--- src/rtl/hbr_pkg.sv ---
package hbr_pkg;
    localparam int IDX_W          = 5;
    localparam int COND_W         = 2;
    localparam int CFG_NARROW_BIT = 0;
    localparam int CFG_MUX_BIT    = 1;

    typedef struct packed {
        logic [COND_W-1:0] cond;
        logic [IDX_W-1:0]  idx;
        logic              lsb;
    } hbr_addr_t;

    typedef enum logic [1:0] {
        ST_IDLE,
        ST_ADDR_OK,
        ST_XFER_RD,
        ST_XFER_WR
    } hbr_state_e;
endpackage

--- src/rtl/hbr_bus_fsm.sv ---
module hbr_bus_fsm
    import hbr_pkg::*;
(
    input  logic              clk,
    input  logic              rst_n,
    input  logic              cs_n,
    input  logic              ale,
    input  logic              strb_n,
    input  logic              rw,
    input  logic              muxed,
    input  logic [7:0]        addr_pins,
    input  logic [7:0]        din_lo,
    output hbr_addr_t         eff_addr,
    output logic              wr_fire,
    output logic              rd_active,
    output logic              acc_valid,
    output logic              acc_write,
    output logic [IDX_W-1:0]  acc_idx,
    output logic [COND_W-1:0] acc_cond
);
    hbr_state_e state, nxt;
    hbr_addr_t  lat_addr;
    logic       sel, rd_req, wr_req, fire_rd;

    assign sel    = !cs_n;
    assign rd_req = muxed ? !strb_n : (!strb_n && rw);
    assign wr_req = muxed ? !rw     : (!strb_n && !rw);

    always_comb begin
        nxt = state;
        unique case (state)
            ST_IDLE: begin
                if (sel) begin
                    if (muxed) begin
                        if (ale) nxt = ST_ADDR_OK;
                    end else if (rd_req) begin
                        nxt = ST_XFER_RD;
                    end else if (wr_req) begin
                        nxt = ST_XFER_WR;
                    end
                end
            end
            ST_ADDR_OK: begin
                if (!sel)        nxt = ST_IDLE;
                else if (ale)    nxt = ST_ADDR_OK;
                else if (rd_req) nxt = ST_XFER_RD;
                else if (wr_req) nxt = ST_XFER_WR;
            end
            ST_XFER_RD: if (!sel || !rd_req) nxt = ST_IDLE;
            ST_XFER_WR: if (!sel || !wr_req) nxt = ST_IDLE;
        endcase
    end

    always_ff @(posedge clk or negedge rst_n) begin
        if (!rst_n) begin
            state    <= ST_IDLE;
            lat_addr <= '0;
        end else begin
            state <= nxt;
            if (muxed && sel && ale && (state == ST_IDLE || state == ST_ADDR_OK))
                lat_addr <= din_lo;
        end
    end

    always_comb begin
        eff_addr  = muxed ? lat_addr : hbr_addr_t'(addr_pins);
        wr_fire   = (nxt == ST_XFER_WR) && (state != ST_XFER_WR);
        fire_rd   = (nxt == ST_XFER_RD) && (state != ST_XFER_RD);
        rd_active = sel && rd_req &&
                    (!muxed || state == ST_ADDR_OK || state == ST_XFER_RD);
    end

    always_ff @(posedge clk or negedge rst_n) begin
        if (!rst_n) begin
            acc_valid <= 1'b0;
            acc_write <= 1'b0;
            acc_idx   <= '0;
            acc_cond  <= '0;
        end else begin
            acc_valid <= wr_fire || fire_rd;
            if (wr_fire || fire_rd) begin
                acc_write <= wr_fire;
                acc_idx   <= eff_addr.idx;
                acc_cond  <= eff_addr.cond;
            end
        end
    end

    // the access notice lasts exactly one cycle
    p_single_notice_r10: assert property (@(posedge clk) disable iff (!rst_n)
        acc_valid |=> !acc_valid);
endmodule

--- src/rtl/hbr_regfile.sv ---
module hbr_regfile
    import hbr_pkg::*;
#(
    parameter int DATA_W   = 16,
    parameter int NUM_REGS = 24,
    parameter int CFG_IDX  = 10,
    parameter int STAT_IDX = 12,
    parameter int NUM_EV   = 4
) (
    input  logic              clk,
    input  logic              rst_n,
    input  logic              wr_fire,
    input  logic              narrow,
    input  hbr_addr_t         addr,
    input  logic [DATA_W-1:0] din,
    input  logic [NUM_EV-1:0] ev_flags,
    input  logic [NUM_EV-1:0] ev_masks,
    output logic [DATA_W-1:0] rd_word,
    output logic              cfg_narrow,
    output logic              cfg_muxed,
    output logic              irq
);
    localparam int HALF = DATA_W / 2;

    logic [DATA_W-1:0]          words [NUM_REGS];
    logic [NUM_REGS*DATA_W-1:0] stored_flat;
    logic [DATA_W-1:0]          stat_word;

    assign irq = |(ev_flags & ev_masks);

    always_comb begin
        stat_word                     = '0;
        stat_word[NUM_EV-1:0]         = ev_flags;
        stat_word[2*NUM_EV-1:NUM_EV]  = ev_masks;
        stat_word[DATA_W-1]           = irq;
    end

    generate
        for (genvar gi = 0; gi < NUM_REGS; gi++) begin : g_reg
            if (gi == STAT_IDX) begin : g_stat
                assign words[gi] = stat_word;
                assign stored_flat[gi*DATA_W +: DATA_W] = '0;
            end else begin : g_rw
                logic [DATA_W-1:0] q;
                logic              hit;
                assign hit = wr_fire && (addr.idx == IDX_W'(gi));
                always_ff @(posedge clk or negedge rst_n) begin
                    if (!rst_n)
                        q <= '0;
                    else if (hit) begin
                        if (!narrow)
                            q <= din;
                        else if (addr.lsb)
                            q[HALF-1:0] <= din[HALF-1:0];
                        else
                            q[DATA_W-1:HALF] <= din[HALF-1:0];
                    end
                end
                assign words[gi] = q;
                assign stored_flat[gi*DATA_W +: DATA_W] = q;
            end
        end
    endgenerate

    always_comb begin
        rd_word = '0;
        for (int i = 0; i < NUM_REGS; i++)
            if (addr.idx == IDX_W'(i)) rd_word = words[i];
    end

    assign cfg_narrow = words[CFG_IDX][CFG_NARROW_BIT];
    assign cfg_muxed  = words[CFG_IDX][CFG_MUX_BIT];

    // mode bits move only on a write to the configuration register
    p_cfg_hold_r5: assert property (@(posedge clk) disable iff (!rst_n)
        !(wr_fire && addr.idx == IDX_W'(CFG_IDX)) |=> $stable({cfg_narrow, cfg_muxed}));

    // writes beyond the bank leave all storage untouched
    p_oob_write_r8: assert property (@(posedge clk) disable iff (!rst_n)
        (wr_fire && int'(addr.idx) >= NUM_REGS) |=> $stable(stored_flat));

    // an interrupt cannot start without an enabled mask
    p_irq_mask_r7: assert property (@(posedge clk) disable iff (!rst_n)
        $rose(irq) |-> (ev_masks != '0));
endmodule

--- src/rtl/hbr_host_if.sv ---
module hbr_host_if
    import hbr_pkg::*;
#(
    parameter int DATA_W   = 16,
    parameter int NUM_REGS = 24,
    parameter int CFG_IDX  = 10,
    parameter int STAT_IDX = 12,
    parameter int NUM_EV   = 4
) (
    input  logic              clk,
    input  logic              rst_n,
    input  logic              host_cs_n,
    input  logic              host_ale,
    input  logic              host_strb_n,
    input  logic              host_rw,
    input  logic [7:0]        host_addr,
    input  logic [DATA_W-1:0] host_din,
    output logic [DATA_W-1:0] host_dout,
    output logic [DATA_W/8-1:0] host_doe,
    input  logic [NUM_EV-1:0] ev_flags,
    input  logic [NUM_EV-1:0] ev_masks,
    output logic              irq,
    output logic              acc_valid,
    output logic              acc_write,
    output logic [IDX_W-1:0]  acc_idx,
    output logic [COND_W-1:0] acc_cond
);
    localparam int LANES = DATA_W / 8;
    localparam int HALF  = DATA_W / 2;

    hbr_addr_t         eff_addr;
    logic              wr_fire, rd_active, cfg_narrow, cfg_muxed;
    logic [DATA_W-1:0] rd_word;

    hbr_bus_fsm u_fsm (
        .clk       (clk),
        .rst_n     (rst_n),
        .cs_n      (host_cs_n),
        .ale       (host_ale),
        .strb_n    (host_strb_n),
        .rw        (host_rw),
        .muxed     (cfg_muxed),
        .addr_pins (host_addr),
        .din_lo    (host_din[7:0]),
        .eff_addr  (eff_addr),
        .wr_fire   (wr_fire),
        .rd_active (rd_active),
        .acc_valid (acc_valid),
        .acc_write (acc_write),
        .acc_idx   (acc_idx),
        .acc_cond  (acc_cond)
    );

    hbr_regfile #(
        .DATA_W   (DATA_W),
        .NUM_REGS (NUM_REGS),
        .CFG_IDX  (CFG_IDX),
        .STAT_IDX (STAT_IDX),
        .NUM_EV   (NUM_EV)
    ) u_regs (
        .clk        (clk),
        .rst_n      (rst_n),
        .wr_fire    (wr_fire),
        .narrow     (cfg_narrow),
        .addr       (eff_addr),
        .din        (host_din),
        .ev_flags   (ev_flags),
        .ev_masks   (ev_masks),
        .rd_word    (rd_word),
        .cfg_narrow (cfg_narrow),
        .cfg_muxed  (cfg_muxed),
        .irq        (irq)
    );

    always_comb begin
        if (cfg_narrow) begin
            host_dout           = '0;
            host_dout[HALF-1:0] = eff_addr.lsb ? rd_word[HALF-1:0] : rd_word[DATA_W-1:HALF];
            host_doe            = rd_active ? LANES'(1) : '0;
        end else begin
            host_dout = rd_word;
            host_doe  = rd_active ? {LANES{1'b1}} : '0;
        end
    end

    // lanes stay released whenever the chip is not selected
    p_deselect_quiet_r9: assert property (@(posedge clk) disable iff (!rst_n)
        host_cs_n |-> (host_doe == '0));
endmodule

--- config.mk ---
export PLATFORM = sky130hd
export DESIGN_NAME = hbr_host_if
export DESIGN_NICKNAME = d
export VERILOG_FILES = /design/src/rtl/hbr_pkg.sv /design/src/rtl/hbr_bus_fsm.sv /design/src/rtl/hbr_regfile.sv /design/src/rtl/hbr_host_if.sv
export SDC_FILE = /design/constraint.sdc
export NUM_CORES = 1
export LEC_CHECK = 0
export BUFFER_PORTS_ARGS = -buffer_cell sky130_fd_sc_hd__buf_2
export CORE_MARGIN = 5
export CORE_UTILIZATION = 62
export DETAILED_ROUTE_END_ITERATION = 8
export GPL_ROUTABILITY_DRIVEN = 0
export MAX_ROUTING_LAYER = met4
export PLACE_DENSITY_LB_ADDON = 0.05
export SETUP_SLACK_MARGIN = 0.05
export SYNTH_ARGS = -nofsm -noshare
export SYNTH_HDL_FRONTEND = slang
export SYNTH_SLANG_ARGS = --single-unit
--- constraint.sdc ---
create_clock -name clk -period 3.1 [get_ports clk]
set_input_delay 0.155 -clock clk [delete_from_list [all_inputs] [get_ports clk]]
set_output_delay 0.155 -clock clk [all_outputs]
set_load 0.1 [all_outputs]
* Word level (Yosys, flattened, before mapping)
Cells that the tools add are included.
** Word-level totals
- Flip-flop bits (word level) :: 387
- Output and inout bits :: 28
** Operators by class
- Muxes and demuxes :: 47
- Equal/unequal tests :: 32
- Reductions and logical operators :: 93
- Bitwise operators :: 1
** Operator list (number)
- $mux W16 :: 27
- $reduce_and A2 Y1 :: 46
- $eq A5 B4 Y1 const B :: 8
- $eq A5 B5 Y1 const B :: 8
- $mux W8 :: 5
- $logic_and A1 B1 Y1 :: 32
- $mux W2 :: 11
- $eq A5 B3 Y1 const B :: 4
- $eq A5 B2 Y1 const B :: 2
- $eq A2 B2 Y1 const B :: 4
- $ne A2 B2 Y1 const B :: 4
- $pmux W2 S4 :: 1
- $logic_not A1 Y1 :: 6
- $logic_or A1 B1 Y1 :: 6
- $eq A5 B1 Y1 const B :: 1
- $logic_not A5 Y1 :: 1
- $and A4 B4 Y4 :: 1
- $reduce_or A4 Y1 :: 1
- $mux W1 :: 3
- $eq A2 B1 Y1 const B :: 1
- $logic_not A2 Y1 :: 1

* Depth between registers and ports, before layout
- Depth after elaboration :: 28
- Mapped depth :: 12

* Modules after synthesis
A second synthesis with hierarchy kept.
** Unflattened totals
- Cell total of the unflattened synthesis :: 1732
- Area total of the unflattened synthesis :: 18855.6 um2
** Modules (own cells, without submodules)
- hbr_regfile :: instances 1, sequential area each 9208.8 um2, cells an instance 1640, area an instance 17671.9 um2
- hbr_bus_fsm :: instances 1, sequential area each 475.5 um2, cells an instance 72, area an instance 957.2 um2
- hbr_host_if :: instances 1, sequential area each 0.0 um2, cells an instance 20, area an instance 226.5 um2

* Worst setup path before layout
No wires, ideal clock.
- Kind :: reg-to-output
- From :: register u_regs.g_reg[10].g_rw.q[1]
- To :: output port host_dout[5]
- Buffers on the path :: 3
- Setup slack :: -1.423 ns
- Data required time :: 2.945 ns
- Data arrival time :: 4.368 ns
- Cell stages (with the launch flop) :: 12
- Path through :: dfrtp_1 buf_4 buf_6 and4bb_2 or2_1 nand2_2 buf_4 o22ai_1 o31a_1 a21oi_1 o21ai_1 a221oi_1
** Between the ends
- Longest elaborated chain between the ends :: 28
- Elaborated cells between the ends (all ways) :: 51
- Classes of those cells :: eq/ne (23); mux (27); reduce/logical (1)
** Ends and longest elaborated chain
- start, declared :: line hbr_regfile.sv:44 : logic [DATA_W-1:0] q;
- start signal, assigned :: line hbr_regfile.sv:52 : q <= din;
- start signal, assigned by index :: line hbr_regfile.sv:54 : q[HALF-1:0] <= din[HALF-1:0];
- start signal, assigned by index :: line hbr_regfile.sv:56 : q[DATA_W-1:HALF] <= din[HALF-1:0];
- $mux W8 (*) :: line hbr_bus_fsm.sv:66 : eff_addr = muxed ? lat_addr : hbr_addr_t'(addr_pins);
- $logic_not A5 Y1 :: line hbr_regfile.sv:68 : if (addr.idx == IDX_W'(i)) rd_word = words[i];
- $mux W16 (24 in a row) :: line hbr_regfile.sv:68
- $mux W8 :: line hbr_host_if.sv:78 : host_dout[HALF-1:0] = eff_addr.lsb ? rd_word[HALF-1:0] : rd_word[DATA_W-1:HALF];
- $mux W16 (*) :: line hbr_host_if.sv:76 : if (cfg_narrow) begin
- end, declared :: line hbr_host_if.sv:18 : output logic [DATA_W-1:0] host_dout,
Mark *: on every way between the ends. The rest lies on a longest branch, timed or not.

* Worst setup path in the final report
- From :: register u_regs.g_reg[10].g_rw.q[1]
- To :: output port host_dout[3]
Same word-level chain as after synthesis.

==> metrics.txt <==
outcome=complete, but fails checks; violated checks=negative setup slack; Syn Std Cell Area=18800 um^2; unrepaired setup endpoints after global routing=true; remaining global-route overflow=0; met2 Usage GRT=0.625; Synth area leaders=dfrtp_1 51%, mux2_2 6.6%, mux2_1 4.8%, a21oi_1 4.0%, o21ai_0 3.5%; row cnt=63; Worst Path Arrival=3630 ps; chip width=184 um; Root Driver=clkbuf_16; Mapped Cells=1769; Routed WL per cell=27.3 um; ANT cells=0; adder-cell share of the synthesized area=0; syn_nets=1807; GRT Util Overall=0.406; Area growth, synth to finish=29.6%; post-synth top area cell=dfrtp_1; Final Hold Viols=0; synth cell count leaders=387 x dfrtp_1, 165 x nor2_1, 161 x nand2_1; port buffer count=65; H-tree Lvls=2; Synth Area in XOR/XNOR=0; commonest register cell after synthesis=dfrtp_1; mux share of post-synthesis cell area=0.122; Rel. slew slack=0.378; worst setup path start=u_regs.g_reg[10].g_rw.q[1]; share of the synthesized area in the top cell type=0.514; layout cells sized above 1=0.369; starting density of the core=0.632; Critical Path Start Type=flip-flop; YS warnings=0; largest net degree at the start of global routing=91; Worst-Skew Late Latency=540 ps; core area=29800 um^2; Max Slew Vio Count=0; power per cell area=488 nW/um^2; Detail Route Antenna Nets=0; Die Y=184 um; RR Startpoint=u_regs.g_reg[10].g_rw.q[1]; num ports=66; DRT Pass-1 Iters=8; Crit Path Max Fanout=6; CTS buffer count=42; maximum clock rate=264 MHz; Core Util, Final=0.819; simple-gate share of the synthesized area=0.142; layout net count=2108; met1 Use GR=0.510; Peak VDD IR=0.470 mV; Die ar.=34000 um^2; final setup fails=16; vias in the first global route=17300; initial antenna violation count=0; Leak=11.6 nW; register area share after synthesis=0.514; largest family of logic cells by synthesized area=compound AO/OA/AOI/OAI gates; final hold slack=63.8 ps; Synth Register Bits=387; Synth Area in Compound Gates=0.188; post-synthesis async set-or-reset flop share=1.00; DRC viols=0; clk buf depth=3; pre-CTS WS=-457 ps; Inst Count DP=2367; critical path required time=2940 ps; via count=17400; Fin Clk Skew=9.85 ps; gr busiest metal=met2; Initial DRC Count=2623; GR met3 Demand/Resource=0.0868; Avg Synthesized Cell Area=10.7 um^2; Hold Path Class=in -> reg; Final Critical Period=3780 ps; CP Capture Type=primary output; CTS tree=built; vias per cell=6.97; Pwr Total=11.9 mW; Post-DP Area=21700 um^2; hold wc startpoint=host_addr[3]; Post-DP HPWL=45900 um; Layout Cells excl Fill=2493; Final Cycle Share=1.22; Max-cap violations=0; Clock Sinks=387; global-route wire length before repair=103000 um; Slew @ Worst Pin=933 ps; post-route cell area=24400 um^2; EDFF count, synth=0; post-synth cell types=90; most frequent cell after synthesis=dfrtp_1; setup TNS=-9010 ps; fillcell total=1691; Clk pin slew, worst setup/hold paths=60 ps; WL final=68100 um; Final WS setup=-681 ps; Crit Path Category=reg -> out
==> routing by layer <==
layer	vias to the layer above	share of wire
met5	-	0
met4	0	0.076
met3	385	0.11
met2	1347	0.45
met1	8475	0.36
li1	7165	-
==> cells in the final DEF (no fill, tap or decap), types with 12 or more instances in the layout <==
| cell | instances |
|---|---|
| dfrtp_1 | 384 |
| buf_4 | 263 |
| nor2_1 | 151 |
| nand2_1 | 142 |
| a21oi_1 | 138 |
| o21ai_0 | 127 |
| mux2_2 | 110 |
| mux2_1 | 80 |
| buf_2 | 49 |
| clkbuf_16 | 46 |
| o22ai_1 | 35 |
| a22oi_1 | 35 |
| buf_12 | 31 |
| buf_6 | 31 |
| nand2_2 | 29 |
| a222oi_1 | 19 |
| nor2_2 | 16 |
| nor4_4 | 12 |
| clkbuf_1 | 12 |
==> report_power, final <==
group | leakage [nW] | switching, mW | internal [mW]
Combinational | 5.50 | 0.950 | 0.458
Sequential | 5.36 | 0.0674 | 5.14
Clock | 0.702 | 2.09 | 3.22
Total | 11.6 | 3.11 | 8.81
==> flip-flops by register name, summed over array words and instances, names as in the netlist <==
name / count
u_regs.g.g_rw.q: 368
u_fsm.state: 2
u_fsm.acc_cond: 2
u_fsm.acc_write: 1
u_fsm.lat_addr: 8
u_fsm.acc_valid: 1
u_fsm.acc_idx: 5
==> layout make-up <==
cell class	instances	area [um^2]	area share
clock buffers	59	1200	0.0491
inverters	10	37.5	0.00154
repair buffers	382	3300	0.135
clock inverters	18	260	0.0107
flip-flops and latches	387	9690	0.397
multi-input cells	1247	9440	0.387
well taps	390	488	0.0200
==> worst max-delay path, stage by stage (launching register included) <==
cell	delay [ps]
dfrtp_4	460
buf_6	130
buf_2	140
nand3b_1	250
a22oi_2	120
buf_4	190
a222oi_1	460
o21a_1	280
nand2_1	70
or3_4	350
a211oi_2	200
buf_4	160
a211oi_4	50
buf_12	220
==> logic make-up after synthesis <==
group,Yosys count
and+or+nand+nor,502
DFF,387
buffers and inverters,136
AOI/OAI and AO/OA,539
muxes,205
==> final timing paths <==
check	end	slack, ps	cells past startpoint
min	u_fsm.acc_idx[2]	60	3
max	host_dout[3]	-680	13
min reg2reg	u_fsm.acc_idx[4]	490	2
min in group asynchronous	u_regs.g_reg[15].g_rw.q[12]	150	2
max in group asynchronous	u_regs.g_reg[15].g_rw.q[4]	1820	4
max reg2reg	u_regs.g_reg[1].g_rw.q[6]	40	12
==> what timing repair did <==
action | CTS | global route
resized for setup | 140 | 66
buffers inserted | 18 | 24
hold buffers | 4 | 0
gates cloned | 2 | 1
endpoints found under the hold margin | 64 | 0
setup endpoints to repair | 17 | 167
pin swaps | 47 | 43
Note: power is estimated with default switching activity, not from simulation.
